[src/rtl/abm_pkg.sv]
`timescale 1ns/1ps
package abm_pkg;

  localparam int SEG_W = 4;

  // Segment bit positions; bit 0 sits nearest scanOut.
  localparam int B_SENSE = 0;
  localparam int B_MODE  = 1;
  localparam int B_DRIVE = 2;
  localparam int B_OBS   = 3;

  typedef struct packed {
    logic capture;
    logic shift;
    logic update;
  } strobe_t;

  typedef enum logic [1:0] {
    MODE_FUNC   = 2'd0,
    MODE_PROBE  = 2'd1,
    MODE_EXTEST = 2'd2
  } mode_t;

  typedef struct packed {
    logic core;
    logic drive;
    logic obs;
    logic hi;
    logic lo;
    logic gnd;
  } sw_t;

endpackage

[src/rtl/abm_ctrl.sv]
`timescale 1ns/1ps
module abm_ctrl
  import abm_pkg::*;
#(
  parameter int              INSTR_W     = 3,
  parameter logic [INSTR_W-1:0] CODE_EXTEST = 3'd0,
  parameter logic [INSTR_W-1:0] CODE_PROBE  = 3'd2
) (
  input  logic               captureEn,
  input  logic               shiftEn,
  input  logic               updateEn,
  input  logic [INSTR_W-1:0] instr,
  output strobe_t            strobe,
  output mode_t              mode
);

  // Capture has priority over shift; update is independent of both.
  always_comb begin
    strobe.capture = captureEn;
    strobe.shift   = shiftEn & ~captureEn;
    strobe.update  = updateEn;
  end

  // Any code other than the two test modes is treated as functional.
  always_comb begin
    if (instr == CODE_EXTEST)     mode = MODE_EXTEST;
    else if (instr == CODE_PROBE) mode = MODE_PROBE;
    else                          mode = MODE_FUNC;
  end

endmodule

[src/rtl/abm_datapath.sv]
`timescale 1ns/1ps
module abm_datapath
  import abm_pkg::*;
(
  input  logic             clk,
  input  logic             rstN,
  input  strobe_t          strobe,
  input  logic             scanIn,
  input  logic             cmpIn,
  output logic             scanOut,
  output logic [SEG_W-1:0] updWord
);

  logic [SEG_W-1:0] shReg;
  logic [SEG_W-1:0] shNext;

  genvar g;
  generate
    for (g = 0; g < SEG_W; g++) begin : g_cell
      logic capVal;
      logic shVal;
      if (g == B_SENSE) begin : g_sense
        assign capVal = cmpIn;
      end else begin : g_ctl
        assign capVal = updWord[g];
      end
      if (g == SEG_W-1) begin : g_top
        assign shVal = scanIn;
      end else begin : g_mid
        assign shVal = shReg[g+1];
      end
      always_comb begin
        if (strobe.capture)    shNext[g] = capVal;
        else if (strobe.shift) shNext[g] = shVal;
        else                   shNext[g] = shReg[g];
      end
    end
  endgenerate

  always_ff @(posedge clk or negedge rstN) begin
    if (!rstN) shReg <= '0;
    else       shReg <= shNext;
  end

  always_ff @(posedge clk or negedge rstN) begin
    if (!rstN)              updWord <= '0;
    else if (strobe.update) updWord <= shReg;
  end

  assign scanOut = shReg[0];

endmodule

[src/rtl/abm_switch_map.sv]
`timescale 1ns/1ps
module abm_switch_map
  import abm_pkg::*;
(
  input  mode_t            mode,
  input  logic [SEG_W-1:0] updWord,
  output sw_t              sw
);

  logic sense, ctl, drv, obs;
  assign sense = updWord[B_SENSE];
  assign ctl   = updWord[B_MODE];
  assign drv   = updWord[B_DRIVE];
  assign obs   = updWord[B_OBS];

  always_comb begin
    sw = '0;
    unique case (mode)
      MODE_PROBE: begin
        sw.core  = 1'b1;
        sw.drive = drv;
        sw.obs   = obs;
      end
      MODE_EXTEST: begin
        if (ctl) begin
          sw.hi  = sense;
          sw.lo  = ~sense;
          sw.obs = obs;
        end else if (!drv && !obs) begin
          sw.gnd = 1'b1;
        end else begin
          sw.drive = drv;
          sw.obs   = obs;
        end
      end
      default: sw.core = 1'b1;
    endcase
  end

endmodule

[src/rtl/abm_pin_ctrl.sv]
`timescale 1ns/1ps
module abm_pin_ctrl
  import abm_pkg::*;
#(
  parameter int              INSTR_W     = 3,
  parameter logic [INSTR_W-1:0] CODE_EXTEST = 3'd0,
  parameter logic [INSTR_W-1:0] CODE_PROBE  = 3'd2
) (
  input  logic               clk,
  input  logic               rstN,
  input  logic               captureEn,
  input  logic               shiftEn,
  input  logic               updateEn,
  input  logic [INSTR_W-1:0] instr,
  input  logic               scanIn,
  input  logic               cmpIn,
  output logic               scanOut,
  output logic               coreEn,
  output logic               busDriveEn,
  output logic               busObsEn,
  output logic               refHighEn,
  output logic               refLowEn,
  output logic               refGndEn
);

  strobe_t          strobe;
  mode_t            mode;
  logic [SEG_W-1:0] updWord;
  sw_t              sw;

  abm_ctrl #(
    .INSTR_W(INSTR_W), .CODE_EXTEST(CODE_EXTEST), .CODE_PROBE(CODE_PROBE)
  ) u_ctrl (
    .captureEn(captureEn), .shiftEn(shiftEn), .updateEn(updateEn),
    .instr(instr), .strobe(strobe), .mode(mode)
  );

  abm_datapath u_dp (
    .clk(clk), .rstN(rstN), .strobe(strobe), .scanIn(scanIn),
    .cmpIn(cmpIn), .scanOut(scanOut), .updWord(updWord)
  );

  abm_switch_map u_map (.mode(mode), .updWord(updWord), .sw(sw));

  assign coreEn     = sw.core;
  assign busDriveEn = sw.drive;
  assign busObsEn   = sw.obs;
  assign refHighEn  = sw.hi;
  assign refLowEn   = sw.lo;
  assign refGndEn   = sw.gnd;

endmodule

[config.mk]
export PLATFORM = sky130hd
export DESIGN_NAME = abm_pin_ctrl
export DESIGN_NICKNAME = d
export VERILOG_FILES = /design/src/rtl/abm_pkg.sv /design/src/rtl/abm_ctrl.sv /design/src/rtl/abm_datapath.sv /design/src/rtl/abm_switch_map.sv /design/src/rtl/abm_pin_ctrl.sv
export SDC_FILE = /design/constraint.sdc
export NUM_CORES = 1
export LEC_CHECK = 0
export BUFFER_PORTS_ARGS = -buffer_cell sky130_fd_sc_hd__buf_2
export CORE_AREA = 4 4 41 43
export CTS_CLUSTER_SIZE = 30
export DETAILED_ROUTE_END_ITERATION = 8
export DIE_AREA = 0 0 45 47
export GPL_TIMING_DRIVEN = 0
export PLACE_DENSITY = 0.6
export SYNTH_ARGS = -nofsm -noshare
export SYNTH_HDL_FRONTEND = slang
export SYNTH_SLANG_ARGS = --single-unit
[constraint.sdc]
create_clock -name clk -period 1.37 [get_ports clk]
set_clock_uncertainty 0.15 [all_clocks]
set_input_delay 0.274 -clock clk [delete_from_list [all_inputs] [get_ports clk]]
set_output_delay 0.274 -clock clk [all_outputs]
set_load 0.01 [all_outputs]
# Word-level counts from Yosys, hierarchy flattened
# Index checks and enable logic that the tools add are counted.
totals:
  ff_bits: 8
  out_inout_bits: 7
  wordCells: 32
classes:
  n_eq_ne: 3
  mux: 19
  n_bitwise: 3
  reduce_logical: 5
ops:
  columns: ["op", "n"]
  rows:
  - ["$mux 1", 14]
  - ["$mux 2", 3]
  - ["$pmux 2 s2", 1]
  - ["$eq 3x2->1 const B", 1]
  - ["$logic_not 3->1", 1]
  - ["$mux 3", 1]
  - ["$eq 2x1->1 const B", 1]
  - ["$eq 2x2->1 const B", 1]
  - ["$logic_not 1->1", 2]
  - ["$not 1->1", 2]
  - ["$reduce_bool 2->1", 1]
  - ["$and 1x1->1", 1]
  - ["$logic_and 1x1->1", 1]

# Depth between registers and ports, before layout
logic_depth:
  ltp_word: 5
  ltp_mapped: 3
  ltp_nobuf: 3

# Hierarchy
# A second synthesis with hierarchy kept.
unflattened:
  hier_cells: 45
  area_unflattened_um2: 469.2
by_module_without_submodules:
  columns: ["mod", "instances", "cells_per_inst", "area_each_um2"]
  rows:
  - ["abm_datapath", 1, 25, 331.6]
  - ["abm_switch_map", 1, 15, 93.8]
  - ["abm_ctrl", 1, 5, 43.8]

# Worst setup path before layout
# No wires, ideal clock.
synth_path:
  kind: "reg2out"
  startpoint: "reg u_dp.updWord[1]"
  endpoint: "out busDriveEn"
  arrival_time_ns: 0.968
  required_time_ns: 0.946
  setup_slack_ns: -0.022
  path_stages_with_launch: 3
  path_buffers: 0
  path_cell_list: "dfrtp_1 -> nor2b_1 -> nor4b_1"
synth_via:
  elab_chain_len: 2
synth_lines:
  columns: ["item", "line", "rtl"]
  rows:
  - ["from (decl)", "abm_datapath.sv:11", "output logic [SEG_W-1:0] updWord"]
  - ["from (signal assigned)", "abm_datapath.sv:47", "else if (strobe.update) updWord <= shReg;"]
  - ["$mux 1", "abm_switch_map.sv:25", "if (ctl) begin"]
  - ["$pmux 2 s2", "abm_switch_map.sv:18", "unique case (mode)"]
  - ["to (decl)", "abm_pin_ctrl.sv:19", "output logic busDriveEn,"]
# No other way between the ends.

# Worst setup path after layout
# Ends and elaborated chain as after synthesis.

==> results.md <==
* Cell accounting for the most synthesized area: dfrtp_1
* Via count at 331
* H-tree levels at 1
* Netlist cell types at 14
* Hold slack at 0.0748 ns
* Routed wl met3 at 75 um
* Rows at 13
* Worst-Skew Late Latency at 0.25 ns
* Fin crit period at 1.56 ns
* Max_slew headroom at 0.882
* LEAKAGE at 0.286 nW
* Clock-pin slew on the worst setup and hold paths at 0.05 ns
* Worst slack, placed at -0.0645 ns
* CP Cell Sequence: nor2b_4 > nor4b_2 > buf_2
* Slowest CP cell: dfrtp_1
* M1 wire length at 348 um
* Maximum VDD drop at 0.000644 V
* First-pass GRT wire length at 1460 um
* NumNets Final at 67
* GPL Wtd Cong at 0.743
* Kind of critical path: reg -> out
* Worst path bufs/invs at 1
* Setup ws final at -0.188 ns
* Hold crit path type: in -> reg
* Die Height at 47 um
* Critical path required time at 0.95 ns
* Commonest non-fill, non-tap cell in the layout: buf_2
* Failing checks: negative setup slack
* Final wirelength at 811 um
* Placed insts at 63
* Worst-Margin Slew at 0.176 ns
* CP Capture Type: primary output
* Commonest cells after routing, fill and taps aside: 13 x buf_2, 8 x dfrtp_1
* Top Layer Used: met4
* WL/cell at 11.6 um
* Clock root buffer master: clkbuf_4
* Post-DRT Antenna Nets at 0
* Global route overflow at 0
* RSZ-0062 raised after global routing: true
* Synth Cell Area at 394 sq um
* Overall power at 0.000690 W
* DR vias/cell at 4.73
* Antenna diodes at 0
* Final Hold Violating Endpoints at 0
* Largest net degree at the start of global routing at 9
* Register bit total from synthesis at 8
* Share of cells above drive strength 1 at 0.618
* Sequential area share after synthesis at 0.508
* Num CTS Buffers at 3
* GR Util All Layers at 0.0998
* Detailed-route DRC error count at 0
* Layout area overhead at 47.3%
* CP delay by family, top: flip-flops
* Vias in the first global route at 347
* Initial antenna violation count at 0
* Non-filler instance count after layout at 70
* Status: finished, violations left
* TritonCTS clock tree: done
* Clk buf depth at 2
* CP max FO at 3
* Die W at 45 um
* Syn nets at 43
* HPWL Detailed at 620 um
* Max-Cap Viols at 0
* Die area at 2120 sq um
* PD cells at 1190 nW/um^2
* Synthesized area per cell at 11.9 sq um
* Count of warnings emitted by yosys at 0
* Critical path arrival at 1.13 ns
* Pre-Repair DR Iteration Count at 1
* Clk sinks at 8
* I/O pin count at 17
* Startpoint types: register
* Final Max Tran Viols at 0
* Endpoints failing setup at 4
* Cell count after synthesis at 33
* Count of buffers from port buffering at 15
* Number of DRC markers in iteration 0 at 0
* Initial Util at 0.303
* Synth top area cells: dfrtp_1 51%, mux2_2 11%, mux2i_1 10%
* Period utilization at 1.14
* Largest stage delay, worst path at 0.39 ns
* WL met2 at 368 um
* Core box area at 1300 sq um
* Top-area cell type share of the netlist area at 0.508
* FMAX at 642 MHz
[cell type report]
cell class / count / area, sq um
Buffer: 1 / 5.00
Clock buffer: 3 / 22.5
Fill cell: 137 / 721
Inverter: 1 / 3.75
Multi-Input combinational cell: 23 / 210
Sequential cell: 8 / 200
Tap cell: 15 / 18.8
Timing Repair Buffer: 19 / 120
[worst paths after layout]
| check | to | slack [ns] | startpoint | cells after the start |
|---|---|---|---|---|
| max | busDriveEn | -0.19 | u_dp.updWord[1] | 3 |
| max reg2reg | u_dp.updWord[1] | 0.32 | u_dp.updWord[1] | 2 |
| min reg2reg | u_dp.updWord[0] | 0.38 | u_dp.shReg[0] | 1 |
| min | u_dp.shReg[0] | 0.07 | cmpIn | 3 |
| max in group asynchronous | u_dp.shReg[3] | 0.67 | rstN | 2 |
| min in group asynchronous | u_dp.updWord[0] | 0.24 | rstN | 2 |
[per-stage QoR]
stage           util  instance area (sq um)  TNS, ns
4_1_cts        0.437                    568   -0.653
6_report       0.446                    581   -0.572
3_5_place_dp   0.380                    494   -0.105
3_3_place_gp   0.380                    494  -0.0643
5_1_grt        0.446                    581   -0.869
2_1_floorplan      -                    400        0
[synth_stat cells]
| cell type | instances |
|---|---|
| and3_2 | 1 |
| clkbuf_2 | 1 |
| dfrtp_1 | 8 |
| inv_2 | 1 |
| mux2_2 | 4 |
| mux2i_1 | 4 |
| nand2_1 | 4 |
| nor2b_1 | 1 |
| nor3_2 | 1 |
| nor3b_1 | 1 |
| nor3b_2 | 1 |
| nor4_2 | 1 |
| nor4b_1 | 1 |
| o21ai_0 | 4 |
[report_power, final]
part           internal (W)  switching [W]
Combinational      0.000113      0.0000685
Clock              0.000100      0.0000778
Sequential         0.000287      0.0000433
Total              0.000500       0.000190
[cells by family after synthesis]
logic type             Yosys count  synth area share
AND/OR/NAND/NOR                 11             0.203
multiplexers                     8             0.216
flip-flops                       8             0.508
AO/OA/AOI/OAI                    4            0.0508
buffers and inverters            2            0.0222
[flip-flops by register name, indices dropped and copies added, names as in the netlist]
name          count
u_dp.shReg        4
u_dp.updWord      4
[tightest hold or removal path, stage by stage]
cell and delay (ns):
buf_2 0.07, nand2_1 0.04, o21ai_0 0.05
[repair_timing]
action	in CTS	in global routing
setup buffers	3	0
endpoints found under the setup margin	5	5
pin swaps	1	1
hold buffers	1	0
resized for setup	4	4
hold endpoints to repair	8	0
[metal layers]
layer | vias up | track usage
met5 | - | 0
met4 | 0 | 0.0877
met3 | 4 | 0.0230
met2 | 15 | 0.161
met1 | 148 | 0.110
li1 | 164 | -
No activity file was read; power rests on OpenSTA's default activity.
